`config.mk`:
```
export PLATFORM = sky130hd
export DESIGN_NAME = memtype_resolver
export DESIGN_NICKNAME = d
export VERILOG_FILES = /design/src/rtl/memtype_resolver.sv
export SDC_FILE = /design/constraint.sdc
export NUM_CORES = 2
export LEC_CHECK = 0
export CAP_MARGIN = 10
export CORE_MARGIN = 2
export CORE_UTILIZATION = 53
export DETAILED_ROUTE_END_ITERATION = 6
export PLACE_DENSITY = 0.75
export SYNTH_ARGS = -nofsm -noshare
export SYNTH_HDL_FRONTEND = slang
export SYNTH_SLANG_ARGS = --single-unit
```
`constraint.sdc`:
```
create_clock -name clk -period 7 [get_ports clk]
set_input_delay 1.05 -clock clk [delete_from_list [all_inputs] [get_ports clk]]
set_output_delay 1.05 -clock clk [all_outputs]
set_load 0.03 [all_outputs]
```
`src/rtl/memtype_resolver.sv`:
```
module memtype_resolver #(
  parameter int NPAIR = 8,
  parameter int PA_W = 52,
  parameter int IDX_W = 12,
  parameter logic [IDX_W-1:0] PAIR_IDX = 12'h200,
  parameter logic [IDX_W-1:0] CTRL_IDX = 12'h2FF,
  parameter logic [IDX_W-1:0] CAP_IDX = 12'h0FE
) (
  input  logic             clk,
  input  logic             rst_n,
  input  logic             reg_wr,
  input  logic             reg_rd,
  input  logic [IDX_W-1:0] reg_idx,
  input  logic [63:0]      reg_wdata,
  output logic [63:0]      reg_rdata,
  output logic             reg_err,
  input  logic             lk_valid,
  input  logic [PA_W-1:0]  lk_addr,
  output logic [2:0]       lk_type,
  output logic             lk_hit
);
  localparam int PFN_W = PA_W - 12;
  localparam int SW = (NPAIR > 1) ? $clog2(NPAIR) : 1;
  localparam logic [IDX_W-1:0] PAIR_END = IDX_W'(int'(PAIR_IDX) + 2 * NPAIR);

  logic [2:0]       b_type [NPAIR];
  logic [PFN_W-1:0] b_pfn  [NPAIR];
  logic [PFN_W-1:0] m_pfn  [NPAIR];
  logic [NPAIR-1:0] m_vld;
  logic [2:0]       def_type;
  logic             en;

  logic             in_pairs;
  logic [IDX_W-1:0] off;
  logic [SW-1:0]    sel;

  assign in_pairs = (reg_idx >= PAIR_IDX) && (reg_idx < PAIR_END);
  assign off = reg_idx - PAIR_IDX;
  assign sel = off[SW:1];

  always_ff @(posedge clk) begin
    if (!rst_n) begin
      for (int i = 0; i < NPAIR; i++) begin
        b_type[i] <= '0;
        b_pfn[i]  <= '0;
        m_pfn[i]  <= '0;
      end
      m_vld    <= '0;
      def_type <= '0;
      en       <= 1'b0;
    end else if (reg_wr) begin
      if (in_pairs) begin
        if (!off[0]) begin
          b_type[sel] <= reg_wdata[2:0];
          b_pfn[sel]  <= reg_wdata[PA_W-1:12];
        end else begin
          m_vld[sel] <= reg_wdata[11];
          m_pfn[sel] <= reg_wdata[PA_W-1:12];
        end
      end else if (reg_idx == CTRL_IDX) begin
        def_type <= reg_wdata[2:0];
        en       <= reg_wdata[11];
      end
    end
  end

  logic [63:0] rd_val;
  logic        rd_bad;

  always_comb begin
    rd_val = '0;
    rd_bad = 1'b0;
    if (in_pairs) begin
      if (!off[0]) begin
        rd_val[PA_W-1:12] = b_pfn[sel];
        rd_val[2:0]       = b_type[sel];
      end else begin
        rd_val[PA_W-1:12] = m_pfn[sel];
        rd_val[11]        = m_vld[sel];
      end
    end else if (reg_idx == CTRL_IDX) begin
      rd_val[2:0] = def_type;
      rd_val[11]  = en;
    end else if (reg_idx == CAP_IDX) begin
      rd_val[7:0] = 8'(NPAIR);
    end else begin
      rd_bad = 1'b1;
    end
  end

  always_ff @(posedge clk) begin
    if (!rst_n) begin
      reg_rdata <= '0;
      reg_err   <= 1'b0;
    end else if (reg_rd) begin
      reg_rdata <= rd_val;
      reg_err   <= rd_bad;
    end else begin
      reg_err <= 1'b0;
    end
  end

  logic [NPAIR-1:0] hits;
  logic [7:0]       tset;
  logic [2:0]       single;
  logic [2:0]       res_type;

  for (genvar i = 0; i < NPAIR; i++) begin : g_match
    assign hits[i] = m_vld[i] &&
                     ((m_pfn[i] & b_pfn[i]) == (m_pfn[i] & lk_addr[PA_W-1:12]));
  end

  always_comb begin
    tset = '0;
    for (int i = 0; i < NPAIR; i++)
      if (hits[i]) tset[b_type[i]] = 1'b1;
  end

  always_comb begin
    single = '0;
    for (int k = 0; k < 8; k++)
      if (tset[k]) single = 3'(k);
  end

  always_comb begin
    if (!en)                res_type = 3'd0;
    else if (hits == '0)    res_type = def_type;
    else if (tset[0])       res_type = 3'd0;
    else if ($onehot(tset)) res_type = single;
    else if (tset == 8'h50) res_type = 3'd4;
    else                    res_type = 3'd0;
  end

  always_ff @(posedge clk) begin
    if (!rst_n) begin
      lk_type <= '0;
      lk_hit  <= 1'b0;
    end else if (lk_valid) begin
      lk_type <= res_type;
      lk_hit  <= en && (hits != '0);
    end
  end


  disabled_uc_chk: assert property (@(posedge clk) disable iff (!rst_n)
    lk_valid && !en |=> lk_type == 3'd0 && !lk_hit);


  fallback_chk: assert property (@(posedge clk) disable iff (!rst_n)
    lk_valid && en && hits == '0 |=> lk_type == $past(def_type) && !lk_hit);


  hold_chk: assert property (@(posedge clk) disable iff (!rst_n)
    !lk_valid |=> $stable(lk_type) && $stable(lk_hit));


  err_src_chk: assert property (@(posedge clk) disable iff (!rst_n)
    reg_err |-> $past(reg_rd) && reg_rdata == 64'd0);


  cap_chk: assert property (@(posedge clk) disable iff (!rst_n)
    reg_rd && reg_idx == CAP_IDX |=> reg_rdata == 64'(NPAIR) && !reg_err);


  rsvd_chk: assert property (@(posedge clk) disable iff (!rst_n)
    reg_rdata[63:PA_W] == '0 && reg_rdata[10:8] == 3'd0);


  invalid_chk: assert property (@(posedge clk) disable iff (!rst_n)
    lk_valid && m_vld == '0 |=> !lk_hit);
endmodule

```
# Yosys cells after proc, flatten, opt, wreduce, memory -nomap -nowiden
# Memory sizes are Yosys's and may differ from the RTL's.
# Cells that the tools add are included.
[word_totals]
reg_bits = 66
ram_bits = 664
inputBits = 133
word_cells = 176
n_memories = 3
[mem_list]
columns = ["memory", "depth", "word_bits", "read_ports", "rd_clocked_by_memory_dff", "wr", "line", "source"]
rows = [
  ["b_pfn", 8, 40, 9, 0, 8, "27", "logic [PFN_W-1:0] b_pfn [NPAIR];"],
  ["m_pfn", 8, 40, 9, 0, 8, "28", "logic [PFN_W-1:0] m_pfn [NPAIR];"],
  ["b_type", 8, 3, 9, 0, 8, "26", "logic [2:0] b_type [NPAIR];"],
]
[classes]
add_sub_neg = 8
n_lt_le_gt_ge = 20
n_eq_ne = 12
mux = 73
bitwise = 26
n_reduce_logical = 27
[ops]
columns = ["cell", "count"]
rows = [
  ["$and A40 B40 Y40", 16],
  ["$eq A40 B40 Y1", 8],
  ["$mux W40", 4],
  ["$reduce_or A40 Y1", 2],
  ["$mux W8", 8],
  ["$or A8 B8 Y8", 7],
  ["$mux W3", 18],
  ["$lt A3 B4 Y1 const B", 9],
  ["$mux W1", 30],
  ["$demux W1 S3", 9],
  ["$ge A3 B1 Y1 const B", 9],
  ["$logic_and A1 B1 Y1", 19],
  ["$eq A12 B10 Y1 const B", 1],
  ["$eq A12 B8 Y1 const B", 1],
  ["$ge A12 B10 Y1 const B", 1],
  ["$lt A12 B10 Y1 const B", 1],
  ["$add A1 B1 Y2", 4],
  ["$bwmux W8", 1],
  ["$eq A8 B7 Y1 const B", 1],
  ["$logic_not A8 Y1", 1],
  ["$reduce_bool A8 Y1", 1],
  ["$add A2 B2 Y3", 2],
  ["$reduce_and A3 Y1", 2],
  ["$mux W5", 1],
  ["other kinds (8)", 10],
]

# Logic depth before layout (Yosys ltp)
# An unclocked memory read counts as a cell.
[logic_depth]
depth_word = 31
mapped_depth = 22
ltp_nobuf = 21

# Worst setup path before layout
# OpenSTA, ideal clock, no wires.
[synth_path]
kind = "input to register"
startpoint = "in reg_idx[1]"
endpoint = "mem b_pfn[2][0] (netlist name) (enable)"
setup_time_ns = 0.503
arrival_time_ns = 5.309
required_time_ns = 6.497
setup_slack_ns = 1.188
stages = 6
n_path_buf = 4
path_cell_list = "clkbuf_1 -> or3b_2 -> clkbuf_1 -> buf_2 -> buf_1 -> o21ai_0"
[synth_rtl]
columns = ["item", "line", "source"]
rows = [
  ["from (decl)", "13", "input logic [IDX_W-1:0] reg_idx,"],
  ["to (decl)", "27", ""],
]

# Worst setup path after layout
[layout_path]
startpoint = "in lk_addr[23]"
endpoint = "reg lk_type[2]"
[layout_between]
elab_chain_len = 27
[layout_rtl]
columns = ["item", "line", "source"]
rows = [
  ["from (decl)", "18", "input logic [PA_W-1:0] lk_addr,"],
  ["parallel branches: the longest is 25 deep, another holds $and A40 B40 Y40", "--", ""],
  ["$mux W3 *", "127", "else if (hits == '0) res_type = def_type;"],
  ["$mux W3 *", "126", "if (!en) res_type = 3'd0;"],
  ["to (signal assigned)", "139", "lk_type <= res_type;"],
  ["to (decl)", "19", "output logic [2:0] lk_type,"],
]
# Mark *: on every way between the ends.
# A chain may end at the register's enable or synchronous reset.

==> flow_summary_export.csv <==
group,metric,value,unit
clock_network,numClockSinks,726,
placement,gp_congestion,1.06,
route,wl_per_cell,36.4,µm
clock_network,post_cts_hold_buffer_count,0,
layout,layout.cells.non_filler,4374,
layout,layout_common_cells,"704 x and2_1, 664 x edfxtp_1, 320 x xor2_1",
floorplanning,core,68700,µm²
timing,hold_viol,0,
pwr,swShare,27.3,%
pwr,p_per_area,242,nW/µm²
clock_network,clk_latency,0.65,ns
timing,slew_headroom,3.36,%
global_route,antenna_found_initial,19,
synth,synth_edf_count,664,
global_route,grt_pass1_wl,219000,µm
timing,hold_ws,0.483,ns
run,maxCapViolCount,0,
synth,synth-seq-cells,726,
floorplanning,die_area,71800,µm²
hold_path,worstHoldStart,"reg_rdata[1]",
worst_setup_path,worstSetupPathType,"in2reg",
synth,syn_inst,3135,
layout,fillers,5241,
worst_setup_path,r2r_setup_slack,1.01,ns
synth,synth-seq-area-share,57.4,%
pwr,pwr-share-clk,38.9,%
clock_network,cts-htree-levels,3,
pwr,seqPwrFrac,48.7,%
synth,avgSynthCellArea,11.8,µm²
synth,synth_cell_type_count,67,
hold_path,hold_class,"reg2reg",
timing,worst_slew_pin_slew,1.45,ns
global_route,grtUsageTotal,44.2,%
pwr,p_switching,2.88,mW
route,first_iter_violations,6770,
worst_setup_path,reg2reg_from,"b_pfn[1][20]",
synth,synth_top_area_cell,"edfxtp_1",
layout,fin_area,43500,µm²
clock_network,max-clock-path-buffers,3,
layout,final_layout_size_suffix_gt1_share,13.1,%
pwr,internal-power,7.65,mW
worst_setup_path,cp.arrival,7.14,ns
floorplanning,rows,96,
route,routed_wl,159000,µm
route,vias_per_cell,7.05,
clock_network,cts-root-buf,"clkbuf_16",
floorplanning,die_x,268,µm
timing,setup_viol,0,
worst_setup_path,crit_fanout,8,
floorplanning,io_pins,202,
worst_setup_path,reg2regPathDepth,22,
pwr,p_leak,15.5,nW
clock_network,cts_tree,"built",
worst_setup_path,end_kind,"register",
synth,async_reset_ff_share,0,%
timing,grt_setup_unrepaired,"no",
route,drc_errors,8,
layout,layout.nets,3515,
synth,netlist_area,36900,µm²
synth,synth_area_leaders,"edfxtp_1 54%, and2_1 12%, xor2_1 7.6%",
worst_setup_path,r2r-end,"lk_type[2]",
route,route.antenna.remaining_nets,0,
floorplanning,start_util,53.7,%
clock_network,postCtsResizedCells,0,
clock_network,cts.clk_slew.worst_paths,0.06,ns
timing,fin_tns_setup,0,ns
synth,yosys_warnings,0,
global_route,grt_pass1_vias,28900,
pwr,vdd_drop_max,0.000195,V
route,vias,30800,
route,drt_first_pass_iters,7,
layout,seqCellArea,21200,µm²
timing,max_freq,152,MHz
hold_path,holdPathStages,1,
placement,dp_hpwl,105000,µm
floorplanning,fp.dieH,268,µm
placement,port-buffer-count,150,
layout,multi_input_area,14500,µm²
timing,period_minus_slack,6.57,ns
timing,drv_slew,0,
synth,yosysTopAreaCellShare,54.0,%
placement,pre_cts_slack,-0.0442,ns
pwr,pwr-share-comb,12.4,%
clock_network,numCtsBuffers,77,
clock_network,cts_setup_buffers,0,
outcome,status,"complete, but fails checks",
global_route,grt_remaining_overflow,0,
timing,finalClockSkew,0.0301,ns
worst_setup_path,required,7.57,ns
worst_setup_path,start_kind,"input port",
placement,post-place-cells,4225,
layout,final_common_cell,"and2_1",
timing,post-route-period-util,93.9,%
synth,synth_ff_type,"edfxtp_1",
outcome,violations,"DRC",
timing,finalWorstSetupSlack,0.430,ns
placement,place_area,40900,µm²
layout,syn2layout_area_growth,17.7,%
hold_path,min_to,"reg_rdata[1]",
global_route,grt_max_degree,83,
-- cell type report --
| class | count | share of cell area (%) |
|---|---|---|
| clock buffers | 95 | 4.80 |
| flip-flops and latches | 726 | 48.7 |
| multi-input cells | 2077 | 33.5 |
| well taps | 931 | 2.68 |
| diodes | 8 | 0.0461 |
| inverters | 66 | 0.573 |
| repair buffers | 426 | 8.82 |
| clock inverters | 45 | 0.852 |
-- synth_stat cells, drive strengths merged (16+ instances only) --
cell type  number
and2          704
nand2          41
edfxtp        664
o21ai          25
a21oi          40
dfxtp          62
xor2          320
o221ai         39
a22oi         158
o22a           39
nand4          44
a32oi          31
buf            84
inv            65
o22ai         273
nor2           78
nand3          27
nor3           16
clkbuf        200
nor4           90
a31oi          19
-- worst max path at each step --
| stage | cells past startpoint | slack [ns] | end | startpoint |
|---|---|---|---|---|
| after floorplan | 6 | 1.19 | b_pfn[2][0] | reg_idx[1] |
| after CTS | 26 | 0.61 | lk_type[2] | lk_addr[38] |
| final | 22 | 0.43 | lk_type[2] | lk_addr[23] |
| after global routing | 24 | 0.08 | lk_type[2] | lk_addr[39] |
| after detailed placement | 26 | -0.04 | lk_type[2] | lk_addr[38] |
| after global placement | 26 | -0.04 | lk_type[2] | lk_addr[38] |
-- registers in the layout, indices dropped and copies added (netlist names) --
register   flops
m_pfn        320
lk_hit         1
def_type       3
lk_type        3
m_vld          8
reg_err        1
b_type        24
en             1
b_pfn        320
reg_rdata     45
-- metrics by stage --
stage	total power, mW	utilization, %
final	10.5	63.2
after global routing	10.6	63.2
after CTS	10.4	63.2
after detailed placement	6.39	59.6
after global placement	6.37	59.6
after floorplan	5.68	-
-- cells by family (layout without fill, tap and decap cells) --
group | Yosys count | after routing | share of synthesized area (%)
compound gates | 663 | 663 | 12.6
xor+xnor | 321 | 321 | 7.62
fa+ha+maj | 8 | 8 | 0.353
buf+inv | 350 | 632 | 4.30
flops | 726 | 726 | 57.4
mux | 2 | 2 | 0.0915
other cells | 1 | 27 | 0.0102
simple gates | 1064 | 1064 | 17.6
-- critical path: stages --
cell and delay, ns:
clkdlybuf4s50_1 0.51, buf_12 0.14, xor2_1 0.68, a22oi_1 0.31
nand4_2 0.25, nor2_1 0.15, a32oi_1 0.32, and4_4 0.28
inv_1 0.06, fa_1 0.53, inv_1 0.05, fa_1 0.53
inv_1 0.06, fa_1 0.55, ha_1 0.17, inv_1 0.07
fa_1 0.44, a2111oi_0 0.38, a21oi_1 0.08, nor2_1 0.18
a41oi_1 0.08, o31ai_1 0.25
-- power groups by stage --
stage | clock [mW] | combinational, mW | sequential (mW)
final | 4.10 | 1.30 | 5.13
after global routing | 4.21 | 1.28 | 5.13
after CTS | 4.04 | 1.20 | 5.11
after detailed placement | 0 | 1.19 | 5.20
after global placement | 0 | 1.18 | 5.19
after floorplan | 0 | 0.552 | 5.13
-- layer usage --
layer / GRT usage [%] / part of all wire (%) / wire length (µm) / vias up
met2: 62.6 / 41 / 65200 / 3143
met5: 1.01 / 0.096 / 153 / -
met1: 53.1 / 32 / 50600 / 14800
li1: - / - / - / 12100
met3: 18.3 / 17 / 27000 / 806
met4: 35.0 / 10 / 16300 / 10
No activity file was read; power rests on OpenSTA's default activity.
